`src/rtl/ddr2_init_pkg.sv`:
```
package ddr2_init_pkg;

    typedef enum logic [2:0] {
        CMD_MRS = 3'b000,
        CMD_REF = 3'b001,
        CMD_PRE = 3'b010,
        CMD_NOP = 3'b111
    } ddr_cmd_e;

    typedef enum logic [2:0] {
        ST_IDLE,
        ST_ISSUE,
        ST_WAIT,
        ST_INITDONE,
        ST_CALWAIT,
        ST_READY
    } seq_state_e;

    localparam int NUM_STEPS = 14;
    localparam int STEP_W    = $clog2(NUM_STEPS);
    localparam int BANK_W    = 2;

endpackage

```
`src/rtl/ddr2_init_steps.sv`:
```
module ddr2_init_steps
    import ddr2_init_pkg::*;
#(
    parameter int AW     = 14,
    parameter int WAIT_W = 8,
    parameter int T_NOP  = 106,
    parameter int T_RP   = 4,
    parameter int T_MRD  = 2,
    parameter int T_DLL  = 200,
    parameter int T_RFC  = 25
) (
    input  logic [STEP_W-1:0] step,
    input  logic [AW-1:0]     cfg_mr,
    input  logic [AW-1:0]     cfg_emr,
    input  logic [AW-1:0]     cfg_emr2,
    input  logic [AW-1:0]     cfg_emr3,
    output ddr_cmd_e          code,
    output logic [BANK_W-1:0] bank,
    output logic [AW-1:0]     addr,
    output logic [WAIT_W-1:0] wait_cyc
);

    localparam logic [AW-1:0] PRE_ALL  = AW'(1) << 10;
    localparam logic [AW-1:0] DLL_RST  = AW'(1) << 8;
    localparam logic [AW-1:0] OCD_MASK = AW'(7) << 7;

    logic [AW-1:0] emr_base;
    assign emr_base = cfg_emr & ~OCD_MASK;

    always_comb begin
        code     = CMD_NOP;
        bank     = '0;
        addr     = '0;
        wait_cyc = WAIT_W'(T_MRD);
        unique case (step)
            4'd0:  begin code = CMD_NOP; wait_cyc = WAIT_W'(T_NOP); end
            4'd1:  begin code = CMD_PRE; addr = PRE_ALL; wait_cyc = WAIT_W'(T_RP); end
            4'd2:  begin code = CMD_MRS; bank = 2'd2; addr = cfg_emr2; end
            4'd3:  begin code = CMD_MRS; bank = 2'd3; addr = cfg_emr3; end
            4'd4:  begin code = CMD_MRS; bank = 2'd1; addr = emr_base; end
            4'd5:  begin code = CMD_MRS; addr = cfg_mr | DLL_RST; wait_cyc = WAIT_W'(T_DLL); end
            4'd6:  begin code = CMD_PRE; addr = PRE_ALL; wait_cyc = WAIT_W'(T_RP); end
            4'd7, 4'd8, 4'd9, 4'd10:
                   begin code = CMD_REF; wait_cyc = WAIT_W'(T_RFC); end
            4'd11: begin code = CMD_MRS; addr = cfg_mr & ~DLL_RST; end
            4'd12: begin code = CMD_MRS; bank = 2'd1; addr = cfg_emr | OCD_MASK; end
            4'd13: begin code = CMD_MRS; bank = 2'd1; addr = emr_base; end
            default: begin code = CMD_NOP; end
        endcase
    end

endmodule

```
`src/rtl/ddr2_init_timer.sv`:
```
module ddr2_init_timer #(
    parameter int WAIT_W = 8
) (
    input  logic              clk,
    input  logic              rst,
    input  logic              load,
    input  logic [WAIT_W-1:0] load_val,
    output logic              last
);

    logic [WAIT_W-1:0] cnt_q;

    always_ff @(posedge clk) begin
        if (rst)               cnt_q <= '0;
        else if (load)         cnt_q <= load_val;
        else if (cnt_q != '0)  cnt_q <= cnt_q - 1'b1;
    end

    assign last = (cnt_q == WAIT_W'(1));

    // every loaded wait is at least one cycle
    a_r4_nonzero_load: assert property (@(posedge clk) disable iff (rst)
        load |-> (load_val != '0));

    // a running count drops by exactly one per cycle
    a_r4_count_step: assert property (@(posedge clk) disable iff (rst)
        (!load && cnt_q != '0) |=> (cnt_q == $past(cnt_q) - 1'b1));

endmodule

```
`src/rtl/ddr2_init_seq.sv`:
```
module ddr2_init_seq
    import ddr2_init_pkg::*;
#(
    parameter int AW    = 14,
    parameter int T_NOP = 106,
    parameter int T_RP  = 4,
    parameter int T_MRD = 2,
    parameter int T_DLL = 200,
    parameter int T_RFC = 25
) (
    input  logic          clk,
    input  logic          rst,
    input  logic          start,
    input  logic [AW-1:0] cfg_mr,
    input  logic [AW-1:0] cfg_emr,
    input  logic [AW-1:0] cfg_emr2,
    input  logic [AW-1:0] cfg_emr3,
    input  logic          ctl_enable,
    input  logic          dlcal_done,
    output logic [2:0]    cmd_code,
    output logic [1:0]    cmd_bank,
    output logic [AW-1:0] cmd_addr,
    output logic          cmd_valid,
    output logic          init_done,
    output logic          ready
);

    localparam int MAX_A  = (T_NOP > T_DLL) ? T_NOP : T_DLL;
    localparam int MAX_B  = (T_RFC > T_RP) ? T_RFC : T_RP;
    localparam int MAX_C  = (MAX_B > T_MRD) ? MAX_B : T_MRD;
    localparam int MAX_W  = (MAX_A > MAX_C) ? MAX_A : MAX_C;
    localparam int WAIT_W = $clog2(MAX_W + 1);
    localparam logic [STEP_W-1:0] LAST_STEP = STEP_W'(NUM_STEPS - 1);

    seq_state_e        state_q, state_d;
    logic [STEP_W-1:0] step_q;
    ddr_cmd_e          st_code;
    logic [BANK_W-1:0] st_bank;
    logic [AW-1:0]     st_addr;
    logic [WAIT_W-1:0] st_wait;
    logic              wait_last;

    ddr2_init_steps #(
        .AW(AW), .WAIT_W(WAIT_W), .T_NOP(T_NOP), .T_RP(T_RP),
        .T_MRD(T_MRD), .T_DLL(T_DLL), .T_RFC(T_RFC)
    ) u_steps (
        .step(step_q), .cfg_mr(cfg_mr), .cfg_emr(cfg_emr),
        .cfg_emr2(cfg_emr2), .cfg_emr3(cfg_emr3),
        .code(st_code), .bank(st_bank), .addr(st_addr), .wait_cyc(st_wait)
    );

    ddr2_init_timer #(.WAIT_W(WAIT_W)) u_timer (
        .clk(clk), .rst(rst), .load(state_q == ST_ISSUE),
        .load_val(st_wait), .last(wait_last)
    );

    always_comb begin
        state_d = state_q;
        unique case (state_q)
            ST_IDLE:     if (start) state_d = ST_ISSUE;
            ST_ISSUE:    state_d = ST_WAIT;
            ST_WAIT:     if (wait_last)
                             state_d = (step_q == LAST_STEP) ? ST_INITDONE : ST_ISSUE;
            ST_INITDONE: if (ctl_enable) state_d = ST_CALWAIT;
            ST_CALWAIT:  if (dlcal_done) state_d = ST_READY;
            ST_READY:    state_d = ST_READY;
            default:     state_d = ST_IDLE;
        endcase
    end

    always_ff @(posedge clk) begin
        if (rst) begin
            state_q <= ST_IDLE;
            step_q  <= '0;
        end else begin
            state_q <= state_d;
            if (state_q == ST_IDLE)
                step_q <= '0;
            else if (state_q == ST_WAIT && wait_last && step_q != LAST_STEP)
                step_q <= step_q + 1'b1;
        end
    end

    always_comb begin
        cmd_valid = 1'b0;
        cmd_code  = CMD_NOP;
        cmd_bank  = '0;
        cmd_addr  = '0;
        init_done = 1'b0;
        ready     = 1'b0;
        unique case (state_q)
            ST_ISSUE: begin
                cmd_valid = 1'b1;
                cmd_code  = st_code;
                cmd_bank  = st_bank;
                cmd_addr  = st_addr;
            end
            ST_INITDONE, ST_CALWAIT: init_done = 1'b1;
            ST_READY: begin
                init_done = 1'b1;
                ready     = 1'b1;
            end
            default: ;
        endcase
    end

    // reset leaves the command bus quiet and the flags low
    a_r1_reset_idle: assert property (@(posedge clk)
        rst |=> (!cmd_valid && !init_done && !ready));

    // strobes never come back to back
    a_r10_no_back_to_back: assert property (@(posedge clk) disable iff (rst)
        cmd_valid |=> !cmd_valid);

    // outside a command cycle the code is NOP
    a_r3_nop_outside: assert property (@(posedge clk) disable iff (rst)
        !cmd_valid |-> (cmd_code == 3'b111));

    // init-complete is sticky
    a_r6_done_sticky: assert property (@(posedge clk) disable iff (rst)
        init_done |=> init_done);

    // ready never appears without a prior init-complete
    a_r7_ready_after_done: assert property (@(posedge clk) disable iff (rst)
        ready |-> $past(init_done));

    // ready rises only after calibration done was sampled
    a_r8_ready_needs_cal: assert property (@(posedge clk) disable iff (rst)
        $rose(ready) |-> $past(dlcal_done));

endmodule

```
`config.mk`:
```
export PLATFORM = sky130hd
export DESIGN_NAME = ddr2_init_seq
export DESIGN_NICKNAME = d
export VERILOG_FILES = /design/src/rtl/ddr2_init_pkg.sv /design/src/rtl/ddr2_init_steps.sv /design/src/rtl/ddr2_init_timer.sv /design/src/rtl/ddr2_init_seq.sv
export SDC_FILE = /design/constraint.sdc
export NUM_CORES = 1
export LEC_CHECK = 0
export CAP_MARGIN = 5
export CORE_MARGIN = 2
export CORE_UTILIZATION = 35
export DETAILED_ROUTE_END_ITERATION = 7
export PLACE_DENSITY = 0.77
export SYNTH_ARGS = -nofsm -noshare
export SYNTH_HDL_FRONTEND = slang
export SYNTH_SLANG_ARGS = --single-unit
```
`constraint.sdc`:
```
create_clock -name clk -period 1.9 [get_ports clk]
set_input_delay 0.38 -clock clk [delete_from_list [all_inputs] [get_ports clk]]
set_output_delay 0.38 -clock clk [all_outputs]
set_load 0.02 [all_outputs]
```
Yosys cells after proc, flatten, opt, wreduce, memory -nomap -nowiden
Cells that the tools add are included.

operators by class
  add/subtract/negate cells = 2
  equality and inequality tests = 24
  muxes and demuxes = 18
  reduce and logical (&&, ||, !) cells = 14

operators with widths
  cell                                                                   count
  14-bit one-hot mux with 7 select lines                                 1
  8-bit one-hot mux with 4 select lines                                  1
  4-bit equality test, second input constant                             6
  3-bit one-hot mux with 6 select lines                                  1
  4-bit by 3-bit equality test with 1-bit output, second input constant  4
  8-bit 2-to-1 mux                                                       2
  3-bit 2-to-1 mux                                                       5
  14-bit 2-to-1 mux                                                      1
  3-bit one-hot mux with 3 select lines                                  1
  4-bit by 2-bit equality test with 1-bit output, second input constant  2
  8-bit by 1-bit equality test with 1-bit output, second input constant  1
  2-bit != test, second input constant                                   4
  8-bit nonzero test                                                     1
  8-bit by 1-bit subtractor with 8-bit output, second input constant     1
  7-bit OR reduction                                                     1
  3-bit by 2-bit equality test with 1-bit output, second input constant  2
  3-bit equality test, second input constant                             2
  2-bit one-hot mux with 3 select lines                                  1
  2-bit OR reduction                                                     3
  3-bit OR reduction                                                     2
  4-bit by 1-bit adder with 4-bit output, second input constant          1
  4-bit by 1-bit equality test with 1-bit output, second input constant  1
  4-bit zero test                                                        1
  2-bit 2-to-1 mux                                                       2
  8 further kinds                                                        11

storage, ports and cells
  flip-flop bits (word level) = 15
  input bits = 61
  output and inout port bits = 22
  logic and storage cells = 61

Logic depth before layout (Yosys ltp)
  word-level depth = 4
  gate-level depth with buffers = 8
  mapped depth without buffers = 6

By module
From an unflattened synthesis, not the netlist that was laid out.

second synthesis, totals
  cell total of the unflattened synthesis = 230
  area, all modules = 1784.2 µm²

modules (own cells, without submodules)
  module           instances  cells an instance  area an instance (µm²)  seq. area each (µm²)
  ddr2_init_steps  1          105                701.9                   0.0
  ddr2_init_seq    1          71                 569.3                   140.1
  ddr2_init_timer  1          54                 513.0                   160.2

Least setup slack after synthesis
OpenSTA, ideal clock, no wires.

  path type = register to output
  from = register step_q[0]
  to = output cmd_addr[12]
  arrival = 1.815 ns
  required time = 1.520 ns
  path slack = -0.295 ns
  cell stages (with the launch flop) = 9
  buffers on the path = 2
  path through = dfxtp_1 inv_1 ha_1 clkbuf_1 a21oi_1 nor2b_1 clkbuf_1 a222oi_1 a21oi_1

between the ends
  word-level cells in the longest chain between the ends = 4
  elaborated cells on any way between the ends = 13
  classes of those cells = 9 x eq/ne; 2 x mux; 2 x reduce/logical

RTL lines
  element                                            RTL line               RTL
  from (decl)                                        ddr2_init_seq.sv:36    logic [STEP_W-1:0] step_q;
  from (signal assigned)                             ddr2_init_seq.sv:80    step_q <= step_q + 1'b1;
  4-bit equality test, or another cell as far along  ddr2_init_steps.sv:35  unique case (step)
  2-bit OR reduction (no source line)                n/a
  14-bit one-hot mux with 7 select lines *           ddr2_init_steps.sv:35
  14-bit 2-to-1 mux *                                ddr2_init_seq.sv:91    unique case (state_q)
  to (decl)                                          ddr2_init_seq.sv:22    output logic [AW-1:0] cmd_addr,

Mark *: on every way between the ends. The rest lies on a longest branch, timed or not.

Worst setup path after layout
  from = register step_q[1]
  to = output cmd_addr[0]

Same word-level chain as after synthesis.

==> impl_table.tex <==
\begin{tabular}{lr}
\hline
Metric & Value \\
\hline
\multicolumn{2}{l}{\textbf{Flow run}} \\
Max-capacitance violation count & 0 \\
\multicolumn{2}{l}{\textbf{Clock tree}} \\
Insertion delay to the later sink of the worst-skew pair & 0.25 ns \\
TritonCTS clock tree & done \\
Cts hold-fix bufs & 0 \\
Root cell of the clock tree & clkbuf\_8 \\
Htree depth & 1 \\
Maximum clock path buffer count & 2 \\
Num CTS Buffers & 3 \\
Clock-pin slew of the registers on the worst-case setup and hold paths & 0.06 ns \\
Sinks on Clock Net & 15 \\
\multicolumn{2}{l}{\textbf{Run status}} \\
Violated checks & setup timing \\
Run status & finished, violations left \\
\multicolumn{2}{l}{\textbf{Critical path}} \\
Flop2flop setup slack & 0.05 ns \\
Reg2Reg Launch Point & step\_q[0]\$\_SDFFE\_PP0P\_ \\
Type of destination of the critical path & output pin \\
Worst EP arrival & 1.91 ns \\
Crit Path Class & reg -> out \\
Critical Path Source Type & flip-flop \\
Highest net fanout along the worst path & 10 \\
Register-to-Register Path Depth & 10 \\
Worst EP required & 1.52 ns \\
Destination of the worst register-to-register timing path & u\_timer.cnt\_q[0]\$\_SDFFE\_PP0P\_ \\
\multicolumn{2}{l}{\textbf{Synthesis}} \\
Proportion of register bits with asynchronous set or reset after synthesis & 0 \\
Predominant post-synthesis flop cell & dfxtp\_1 \\
Most area-consuming cells after synthesis & dfxtp\_1 21\%, a21oi\_1 9.9\%, a222oi\_1 6.8\% \\
Number of standard cells after synthesis & 210 \\
Number of synthesized register bits & 15 \\
Most frequent cell after synthesis & a21oi\_1 \\
Combinational family with the most area after synthesis & compound AO/OA/AOI/OAI gates \\
Fraction of synthesized area in multiplexers & 0.0274 \\
Adder-cell share of the synthesized area & 0.0599 \\
Fraction of the mapped netlist area in compound gates & 0.311 \\
Synth top cells by count & 29 x a21oi\_1, 23 x nor2\_1, 22 x nand2\_1 \\
Simple-gate share of the synthesized area & 0.309 \\
Count of flip-flops with a built-in enable after synthesis & 0 \\
Number of warnings issued by yosys & 0 \\
Combined area of all synthesized cells & 0.00146 sq mm \\
Count of different cell masters after synthesis & 45 \\
Yosys top cell by area & dfxtp\_1 \\
Xor/xnor cell area share of the yosys netlist & 0.0180 \\
Proportion of netlist area held by the largest area contributor & 0.205 \\
Net count of the mapped netlist & 278 \\
Seq/Total Area, Yosys & 0.205 \\
Synthesized area per cell & 6.97 sq um \\
\multicolumn{2}{l}{\textbf{Routing}} \\
Total vias in the final route & 2168 \\
Avg WL per Cell & 16.9 microns \\
DRC marker count from the first detailed-route iteration & 117 \\
DR DRC count & 0 \\
Number of antenna-violating nets in the routed design & 0 \\
Number of vias per cell & 5.59 \\
Total routed wirelength & 6.57 mm \\
Detailed Routing Iterations Pass 1 & 6 \\
\multicolumn{2}{l}{\textbf{Floorplan}} \\
Die extent in x & 68.6 microns \\
I/O pin count & 83 \\
Standard-cell rows & 23 \\
Die boundary height & 68.6 microns \\
Area enclosed by the die boundary & 0.00471 sq mm \\
Starting utilization of the core area & 0.366 \\
Core Area & 0.00400 sq mm \\
\multicolumn{2}{l}{\textbf{Timing}} \\
Min Clock Period, post-route & 2.29 ns \\
RSZ-0062 raised after global routing & yes \\
Final-report setup violation count & 19 \\
Fraction of the cycle the final worst path needs & 1.21 \\
Max Clk Rate & 0.437 GHz \\
Worst Max-Slew Pin Slew & 0.563 ns \\
Final Skew & 0.00646 ns \\
Relative slew slack & 0.625 \\
Worst hold slack & 0.578 ns \\
Crit path setup slack, layout & -0.390 ns \\
Final Hold Fails & 0 \\
Slew Limit Fails & 0 \\
\multicolumn{2}{l}{\textbf{Power}} \\
Power density relative to cell area & 512 mW/mm\^{}2 \\
Final Total Pwr & 1560 uW \\
Maximum resistive drop on vdd & 697 uV \\
Leakage component of the power & 0.00120 uW \\
\multicolumn{2}{l}{\textbf{GRT}} \\
Vias in the first global route & 2131 \\
GRT Util Overall & 0.258 \\
Wire length of the first global-routing pass & 9.33 mm \\
Antenna violations before repair & 0 \\
Total congestion overflow & 0 \\
Largest net degree at the start of global routing & 14 \\
\multicolumn{2}{l}{\textbf{Min path}} \\
Path class of the lowest-slack min-delay path & reg -> reg \\
Worst hold path stage count & 1 \\
Hold\_sp & u\_timer.cnt\_q[1]\$\_SDFFE\_PP0P\_ \\
Sink of the worst hold path & u\_timer.cnt\_q[1]\$\_SDFFE\_PP0P\_ \\
\multicolumn{2}{l}{\textbf{Placed design}} \\
Half-perimeter wire length after detailed placement & 4.02 mm \\
Placed cell count & 363 \\
Port buffer count & 78 \\
Weighted congestion at the end of routability-driven global placement & 0.842 \\
\multicolumn{2}{l}{\textbf{Final layout}} \\
Number of nets in the finished design & 407 \\
Diode count & 0 \\
Post-route insts no fill & 388 \\
Area growth from synthesis to layout & 108\% \\
Fraction of layout cells with a size suffix above 1 & 0.402 \\
\hline
\end{tabular}
[timing repair]
item | CTS | global route
resized for setup | 141 | 27
endpoints found under the setup margin | 22 | 21
setup buffers | 14 | 8
cloned | 3 | 0
pin swaps | 24 | 25
[area by class of cell]
cell class,count,area [sq um]
clock buffers,4,45.0
multi-input cells,171,1300
fillers,275,956
repair buffers,140,1280
inverters,8,40.0
well taps,50,62.6
flip-flops and latches,15,315
[per-layer routing]
metal / routed length (microns) / up-vias / global-route usage
met4: 169 / 0 / 0.113
met1: 2540 / 1008 / 0.256
li1: - / 1047 / -
met5: 0 / - / 0
met2: 3200 / 96 / 0.511
met3: 649 / 17 / 0.0503
[through the flow]
stage | setup TNS (ns) | instance area (sq um) | setup WS (ns) | util
after floorplan | -0.181 | 1610 | -0.0325 | -
after global routing | -7.08 | 3040 | -0.505 | 0.761
after CTS | -4.70 | 2930 | -0.355 | 0.732
after global placement | -8.19 | 2650 | -0.513 | 0.662
after detailed placement | -8.63 | 2650 | -0.560 | 0.662
final | -5.45 | 3040 | -0.390 | 0.761
[sequential cells by signal, summed over array words and instances, names as in the netlist]
register       cells
step_q             4
state_q            3
u_timer.cnt_q      8
[where the power goes]
part / switching (uW) / leakage, uW / internal, uW
sequential: 103 / 0.000126 / 393
clock: 113 / 0.0000228 / 149
combinational: 364 / 0.00105 / 435
total: 581 / 0.00120 / 977
[kinds of logic after synthesis]
logic type / count (synthesis)
flip-flops: 15
AND/OR/NAND/NOR: 87
XOR/XNOR: 3
multiplexers: 4
buffers and inverters: 25
AO/OA/AOI/OAI: 69
adder cells (fa/ha/maj): 7
[how the worst max path moves through the flow]
stage                   endpoint  slack, ns              startpoint  cells past startpoint
global route         cmd_addr[0]      -0.51  step_q[1]$_SDFFE_PP0P_                      7
CTS                  cmd_addr[3]      -0.35  step_q[0]$_SDFFE_PP0P_                     10
finish               cmd_addr[0]      -0.39  step_q[1]$_SDFFE_PP0P_                      7
floorplan           cmd_addr[12]      -0.03  step_q[0]$_SDFFE_PP0P_                      8
global placement     cmd_code[0]      -0.51  step_q[0]$_SDFFE_PP0P_                      8
detailed placement   cmd_code[0]      -0.56  step_q[1]$_SDFFE_PP0P_                      8
[critical path: stages, from the launching register on]
cell and delay, ns:
dfxtp_4 0.38, inv_4 0.06, ha_4 0.19, a21oi_4 0.21, nor2b_4 0.11, a222oi_1 0.46, a21oi_2 0.10, buf_6 0.15
[cells in the final DEF, fill, tap and decap left out, types with 5 or more instances in the layout]
| master | n |
|---|---|
| dfxtp_1 | 11 |
| nand2_1 | 19 |
| buf_4 | 55 |
| clkdlybuf4s50_1 | 56 |
| nand3_1 | 9 |
| a222oi_1 | 10 |
| o21ai_0 | 9 |
| nor2_1 | 19 |
| buf_6 | 23 |
| a21oi_2 | 11 |
| nor3_1 | 5 |
| a21oi_1 | 16 |
No activity file was read; power rests on OpenSTA's default activity.
